<file path="src/rtl/dwsram_pkg.sv">
package dwsram_pkg;
  localparam int LANES = 2;

  typedef struct packed {
    logic             narrow;
    logic             half;
    logic [LANES-1:0] lanes;
  } rd_ctrl_t;
endpackage

</file>
<file path="src/rtl/dwsram_decode.sv">
module dwsram_decode
  import dwsram_pkg::*;
#(
  parameter int LANE_W = 8
) (
  input  logic                      ce_lo_n,
  input  logic                      ce_hi,
  input  logic                      oe_n,
  input  logic                      rw,
  input  logic                      wide,
  input  logic                      lo_n,
  input  logic                      hi_n,
  input  logic [LANE_W*LANES-1:0]   dq_in,
  output logic [LANES-1:0]          wr_be,
  output logic [LANE_W*LANES-1:0]   wr_data,
  output rd_ctrl_t                  rctl
);
  localparam int DW = LANE_W * LANES;

  logic chosen, do_wr, do_rd, half;
  logic [LANES-1:0] lane_req;

  assign chosen   = !ce_lo_n && ce_hi;
  assign do_wr    = chosen && !rw;
  assign do_rd    = chosen && rw && !oe_n;
  assign half     = dq_in[DW-1];
  assign lane_req = {!hi_n, !lo_n};

  always_comb begin
    rctl = '0;
    if (wide) begin
      wr_be      = do_wr ? lane_req : '0;
      wr_data    = dq_in;
      rctl.lanes = do_rd ? lane_req : '0;
    end else begin
      wr_be       = do_wr ? (half ? 2'b10 : 2'b01) : 2'b00;
      wr_data     = {LANES{dq_in[LANE_W-1:0]}};
      rctl.narrow = 1'b1;
      rctl.half   = half;
      rctl.lanes  = do_rd ? 2'b01 : 2'b00;
    end
  end
endmodule

</file>
<file path="src/rtl/dwsram_array.sv">
module dwsram_array
  import dwsram_pkg::*;
#(
  parameter int ADDR_W = 8,
  parameter int LANE_W = 8
) (
  input  logic                    clk,
  input  logic [ADDR_W-1:0]       addr,
  input  logic [LANES-1:0]        wr_be,
  input  logic [LANE_W*LANES-1:0] wr_data,
  output logic [LANE_W*LANES-1:0] rd_data
);
  localparam int DEPTH = 1 << ADDR_W;

  for (genvar g = 0; g < LANES; g++) begin : g_lane
    logic [LANE_W-1:0] store [DEPTH];
    logic [LANE_W-1:0] rd_q;

    always_ff @(posedge clk) begin
      if (wr_be[g]) store[addr] <= wr_data[g*LANE_W +: LANE_W];
      rd_q <= store[addr];
    end

    assign rd_data[g*LANE_W +: LANE_W] = rd_q;
  end
endmodule

</file>
<file path="src/rtl/dwsram_drive.sv">
module dwsram_drive
  import dwsram_pkg::*;
#(
  parameter int LANE_W = 8
) (
  input  logic                    clk,
  input  logic                    rst,
  input  rd_ctrl_t                rctl,
  input  logic [LANE_W*LANES-1:0] rd_data,
  output logic [LANE_W*LANES-1:0] dq_out,
  output logic [LANE_W*LANES-1:0] dq_oe
);
  rd_ctrl_t ctl_q;

  always_ff @(posedge clk) begin
    if (rst) ctl_q <= '0;
    else     ctl_q <= rctl;
  end

  always_comb begin
    dq_out = '0;
    dq_oe  = '0;
    if (ctl_q.narrow) begin
      dq_oe[LANE_W-1:0] = {LANE_W{ctl_q.lanes[0]}};
      if (ctl_q.lanes[0])
        dq_out[LANE_W-1:0] = ctl_q.half ? rd_data[2*LANE_W-1:LANE_W]
                                        : rd_data[LANE_W-1:0];
    end else begin
      for (int i = 0; i < LANES; i++) begin
        dq_oe[i*LANE_W +: LANE_W] = {LANE_W{ctl_q.lanes[i]}};
        if (ctl_q.lanes[i])
          dq_out[i*LANE_W +: LANE_W] = rd_data[i*LANE_W +: LANE_W];
      end
    end
  end
endmodule

</file>
<file path="src/rtl/dual_width_sram.sv">
module dual_width_sram
  import dwsram_pkg::*;
#(
  parameter int ADDR_W = 8,
  parameter int LANE_W = 8
) (
  input  logic                    clk,
  input  logic                    rst,
  input  logic                    sel_n,
  input  logic                    sel,
  input  logic                    oe_n,
  input  logic                    rw,
  input  logic                    wide,
  input  logic                    lo_n,
  input  logic                    hi_n,
  input  logic [ADDR_W-1:0]       addr,
  input  logic [LANE_W*LANES-1:0] dq_in,
  output logic [LANE_W*LANES-1:0] dq_out,
  output logic [LANE_W*LANES-1:0] dq_oe
);
  localparam int DW = LANE_W * LANES;

  logic [LANES-1:0] wr_be;
  logic [DW-1:0]    wr_data;
  logic [DW-1:0]    rd_data;
  rd_ctrl_t         rctl;

  dwsram_decode #(.LANE_W(LANE_W)) dec_i (
    .ce_lo_n(sel_n), .ce_hi(sel), .oe_n(oe_n), .rw(rw), .wide(wide),
    .lo_n(lo_n), .hi_n(hi_n), .dq_in(dq_in),
    .wr_be(wr_be), .wr_data(wr_data), .rctl(rctl)
  );

  dwsram_array #(.ADDR_W(ADDR_W), .LANE_W(LANE_W)) arr_i (
    .clk(clk), .addr(addr), .wr_be(wr_be), .wr_data(wr_data), .rd_data(rd_data)
  );

  dwsram_drive #(.LANE_W(LANE_W)) drv_i (
    .clk(clk), .rst(rst), .rctl(rctl), .rd_data(rd_data),
    .dq_out(dq_out), .dq_oe(dq_oe)
  );
endmodule

</file>
<file path="config.mk">
export PLATFORM = sky130hd
export DESIGN_NAME = dual_width_sram
export DESIGN_NICKNAME = d
export VERILOG_FILES = /design/src/rtl/dwsram_pkg.sv /design/src/rtl/dwsram_decode.sv /design/src/rtl/dwsram_array.sv /design/src/rtl/dwsram_drive.sv /design/src/rtl/dual_width_sram.sv
export SDC_FILE = /design/constraint.sdc
export NUM_CORES = 2
export LEC_CHECK = 0
export BUFFER_PORTS_ARGS = -buffer_cell sky130_fd_sc_hd__buf_2
export CAP_MARGIN = 20
export CORE_UTILIZATION = 45
export DETAILED_ROUTE_END_ITERATION = 8
export MAX_ROUTING_LAYER = met4
export PLACE_DENSITY = 0.66
export SETUP_SLACK_MARGIN = 0.15
export SYNTH_ARGS = -nofsm -noshare
export SYNTH_HDL_FRONTEND = slang
export SYNTH_SLANG_ARGS = --single-unit
</file>
<file path="constraint.sdc">
create_clock -name clk -period 6.45 [get_ports clk]
set_clock_uncertainty 0.05 [all_clocks]
set_input_delay 0.9675 -clock clk [delete_from_list [all_inputs] [get_ports clk]]
set_output_delay 0.9675 -clock clk [all_outputs]
set_load 0.01 [all_outputs]
</file>
# == Word level (Yosys, flattened, before mapping) ==
# Memory sizes are Yosys's and may differ from the RTL's. A register that Yosys moved wholly into a read port is not among the register bits.
# Index checks and enable logic that the tools add are counted.
# totals
register_bits,4
out_inout_bits,32
elab_cells,35
ram_bits,4096
in_bits,33
memories,2
# classes
n_reduce_logical,10
mux,20
# mem_list
name,words,width,read_ports,rd_clocked_by_memory_dff,wr,line,source
arr_i.g_lane[0].store,256,8,1,1,1,dwsram_array.sv:16,logic [LANE_W-1:0] store [DEPTH];
arr_i.g_lane[1].store,256,8,1,1,1,dwsram_array.sv:16,
# ops
cell,count
two-way mux 8 bit,7
two-way mux 16 bit,1
two-way mux 2 bit,7
logical NOT 1 bit,5
two-way mux 1 bit,5
logical AND 1 bit,4
OR reduction 2 bit,1

# == Longest topological paths before layout ==
# logic_depth
ltp_word,7
depth_mapped,9
mapped_depth_nobuf,5

# == Hierarchy ==
# A second synthesis with hierarchy kept.
# unflattened
cells_unflattened,7121
hier_area_um2,157250.8
# modules_own_cells
mod,cells_each,n_inst,seq_area_each_um2,area_per_inst_um2
dwsram_array,7032,1,123318.3,156528.9
dwsram_drive,63,1,80.1,481.7
dwsram_decode,26,1,0.0,240.2

# == Least setup slack after synthesis ==
# No wires, ideal clock.
# synth_timing
path_kind,input-to-reg
startpoint,input port wide
endpoint,memory arr_i.g_lane[1].store[0][0] (data pin)
setup_slack_ns,2.692
t_arrival_ns,3.153
t_required_ns,5.844
path_buffers,1
path_stages,2
setup_time_ns,0.556
cell_sequence,clkbuf_1 > mux2_2
# synth_between
elab_chain_len,1
# synth_lines
element,line,source
start: declaration,dual_width_sram.sv:13,"input logic wide,"
two-way mux 16 bit,dwsram_decode.sv:31,if (wide) begin
via arr_i.wr_data[8],dwsram_array.sv:10,"input logic [LANE_W*LANES-1:0] wr_data,"
end: declaration,dwsram_array.sv:16,
# The timed path passes the listed nets, and every way through them passes these cells.

==> impl_metrics.ini <==
[sta]
setup-tns-final_ns = 0
tightest_slew_ns = 1.302
setup_ws_ns = 2.171
finalCritPeriodShare_pct = 66.34
post-route-min-period_ns = 4.279
hold_viol = 0
setup_viol = 0
drv_slew = 0
slew_headroom_pct = 13.22
rsz0062_at_grt = false
clock.fmax_mhz = 233.7

[min_path]
hold_depth = 2
min_path_type = primary input to register

[logic_synthesis]
syn_area_per_cell_sq_um = 22.08
synthArstFlopShare_pct = 0
yosys.area.top_type_share_pct = 78.30
syn_nets = 7148
synth_area_leader_cell = edfxtp_1
synth_edf_count = 4096
syn_inst = 7115
yosysSeqAreaShare_pct = 78.55
ys_top_cells_by_area = edfxtp_1 78%, mux4_2 15%, a22oi_1 2.4%
syn_area_sq_um = 157100
netlist-cell-type-count = 26
ys.warnings.count = 0
yosys_most_used_dff = edfxtp_1
ys_ff_latch = 4116

[drt]
num_vias = 75281
routed_wl_um = 384500
drc = 0
dr.pass1.iters = 6
vias_per_cell = 6.176
wl_per_cell_um = 31.54
drtIter0Drc = 9716
ant_nets = 0

[worst_setup_path]
cp-end-kind = register
cp.arrival_ns = 4.96
critPathLaunchType = primary input
worstPathMaxFanout = 97
rr_worst_depth = 5
required_ns = 7.13
path_class = primary input to register

[clocking]
clk_latency_ns = 0.91
postCtsSetupBuffers = 0
cts.sinks = 4116
post_cts_resize_count = 0
cts.clk_slew.worst_paths_ns = 0.06
clk_path_buf_depth = 4
cts_tree = done
cts-htree-levels = 5
cts_buffers = 398
clock-root-buffer = clkbuf_16
postCtsHoldBufs = 0

[global_routing]
grt_max_degree = 214
first_global_vias = 76359
grt_pass1_wl_um = 554800
grt_usage_pct = 22.54
grt.overflow.total = 0
antenna_found_initial = 15

[run_status]
outcome = finished clean

[cells_and_area]
drive_above_1_share_pct = 24.58
nNetsFinal = 7307
area_delta_synth_final_pct = 12.14
layout_commonest_cell = edfxtp_1
most-common-layout-cells = 4096 x edfxtp_1, 1024 x mux4_2, 521 x nor2_1, 512 x a22oi_1, 409 x clkbuf_16

[floorplanning]
initial_utilization_pct = 45.30
die_y_um = 592.8
die_x_um = 592.8
rows = 216
ios = 65
core_area_sq_um = 346700
die-area_sq_um = 351500

[placement]
dp_hpwl_um = 218600
place_ws_ns = 1.290
io_buffers = 64
place_congestion = 0.8342

[pwr]
irDropWorstVdd_uv = 242.5
fin_total_pwr_uw = 55350
powerDensity_nw_per_um2 = 314.2
leakage_uw = 0.05314

[run]
maxCapViolations = 0
[sequential cells by signal, summed over array words and instances, names as in the netlist]
register            flops
arr_i.g_lane.store   4096
arr_i.g_lane.rd_q      16
drv_i.ctl_q             3
drv_i.dq_oe             1
[cells in the mapped netlist (11+ instances only)]
master and instances:
edfxtp_1 4096, mux4_2 1024, nor2_1 523, a22oi_1 512, clkbuf_1 319, a21oi_1 257
buf_2 79, o41ai_1 64, nand2_1 51, buf_1 33, buf_6 28, buf_4 25
dfxtp_1 20, nand3_1 18, nand4_1 17, and2_1 11, nor2b_1 11
[worst paths after layout]
path,from,to,slack (ns)
min,rst,drv_i.ctl_q[3]$_SDFF_PP0_,0.21
min reg2reg,arr_i.g_lane[1].store[211][3]$_DFFE_PP_,arr_i.g_lane[1].rd_q[3]$_DFF_P_,0.89
max,addr[0],arr_i.g_lane[0].rd_q[5]$_DFF_P_,2.17
max reg2reg,arr_i.g_lane[1].store[123][7]$_DFFE_PP_,arr_i.g_lane[1].rd_q[7]$_DFF_P_,3.53
[through the flow]
stage | hold WS, ns | instance area [sq um] | cells | utilization [%]
global placement | 0.8554 | 163000 | 11435 | 47.02
floorplan | 0.7691 | 157100 | 7115 | -
CTS | 0.1534 | 176100 | 12177 | 50.78
finish | 0.2137 | 176200 | 12189 | 50.80
detailed placement | 0.8751 | 163200 | 11450 | 47.06
global route | 0.1800 | 176100 | 12183 | 50.80
[final cells by class]
cell class	instances	area (sq um)
antenna	10	25.02
clock buffer	498	10610
clock inverter	229	2285
fill	26389	170600
multi-input combinational	2515	31830
sequential	4116	123400
tap	4578	5728
timing repair buffer	243	2275
[cell families (layout without fill, tap and decap cells)]
kind of cell | after synthesis | count (layout) | synth area share [%]
other | 0 | 10 | 0
muxes | 1033 | 1033 | 14.74
DFF | 4116 | 4116 | 78.55
AOI/OAI and AO/OA | 842 | 842 | 3.665
and+or+nand+nor | 640 | 640 | 1.624
buffers and inverters | 484 | 970 | 1.413
[per-layer routing]
metal | vias to the layer above | global-route usage [%] | share of wire [%]
met2 | 3877 | 34.90 | 49
li1 | 30484 | - | -
met3 | 609 | 3.711 | 8.8
met1 | 40311 | 30.83 | 39
met4 | 0 | 7.201 | 3.4
met5 | - | - | 0
[where the power goes]
group	internal, uW	switching [uW]	leakage, uW
clock network	13400	9850	0.00627
logic	821	1700	0.00989
registers	29500	67.4	0.0370
total	43700	11600	0.0531
[worst max-delay path: stages]
cell,delay [ns]
buf_12,0.58
buf_4,0.74
buf_4,0.39
mux4_2,0.54
a22oi_1,0.20
a21oi_1,0.18
o41ai_1,0.75
buf_4,0.26
nand4_1,0.09
Power figures use the tool's default switching activity.
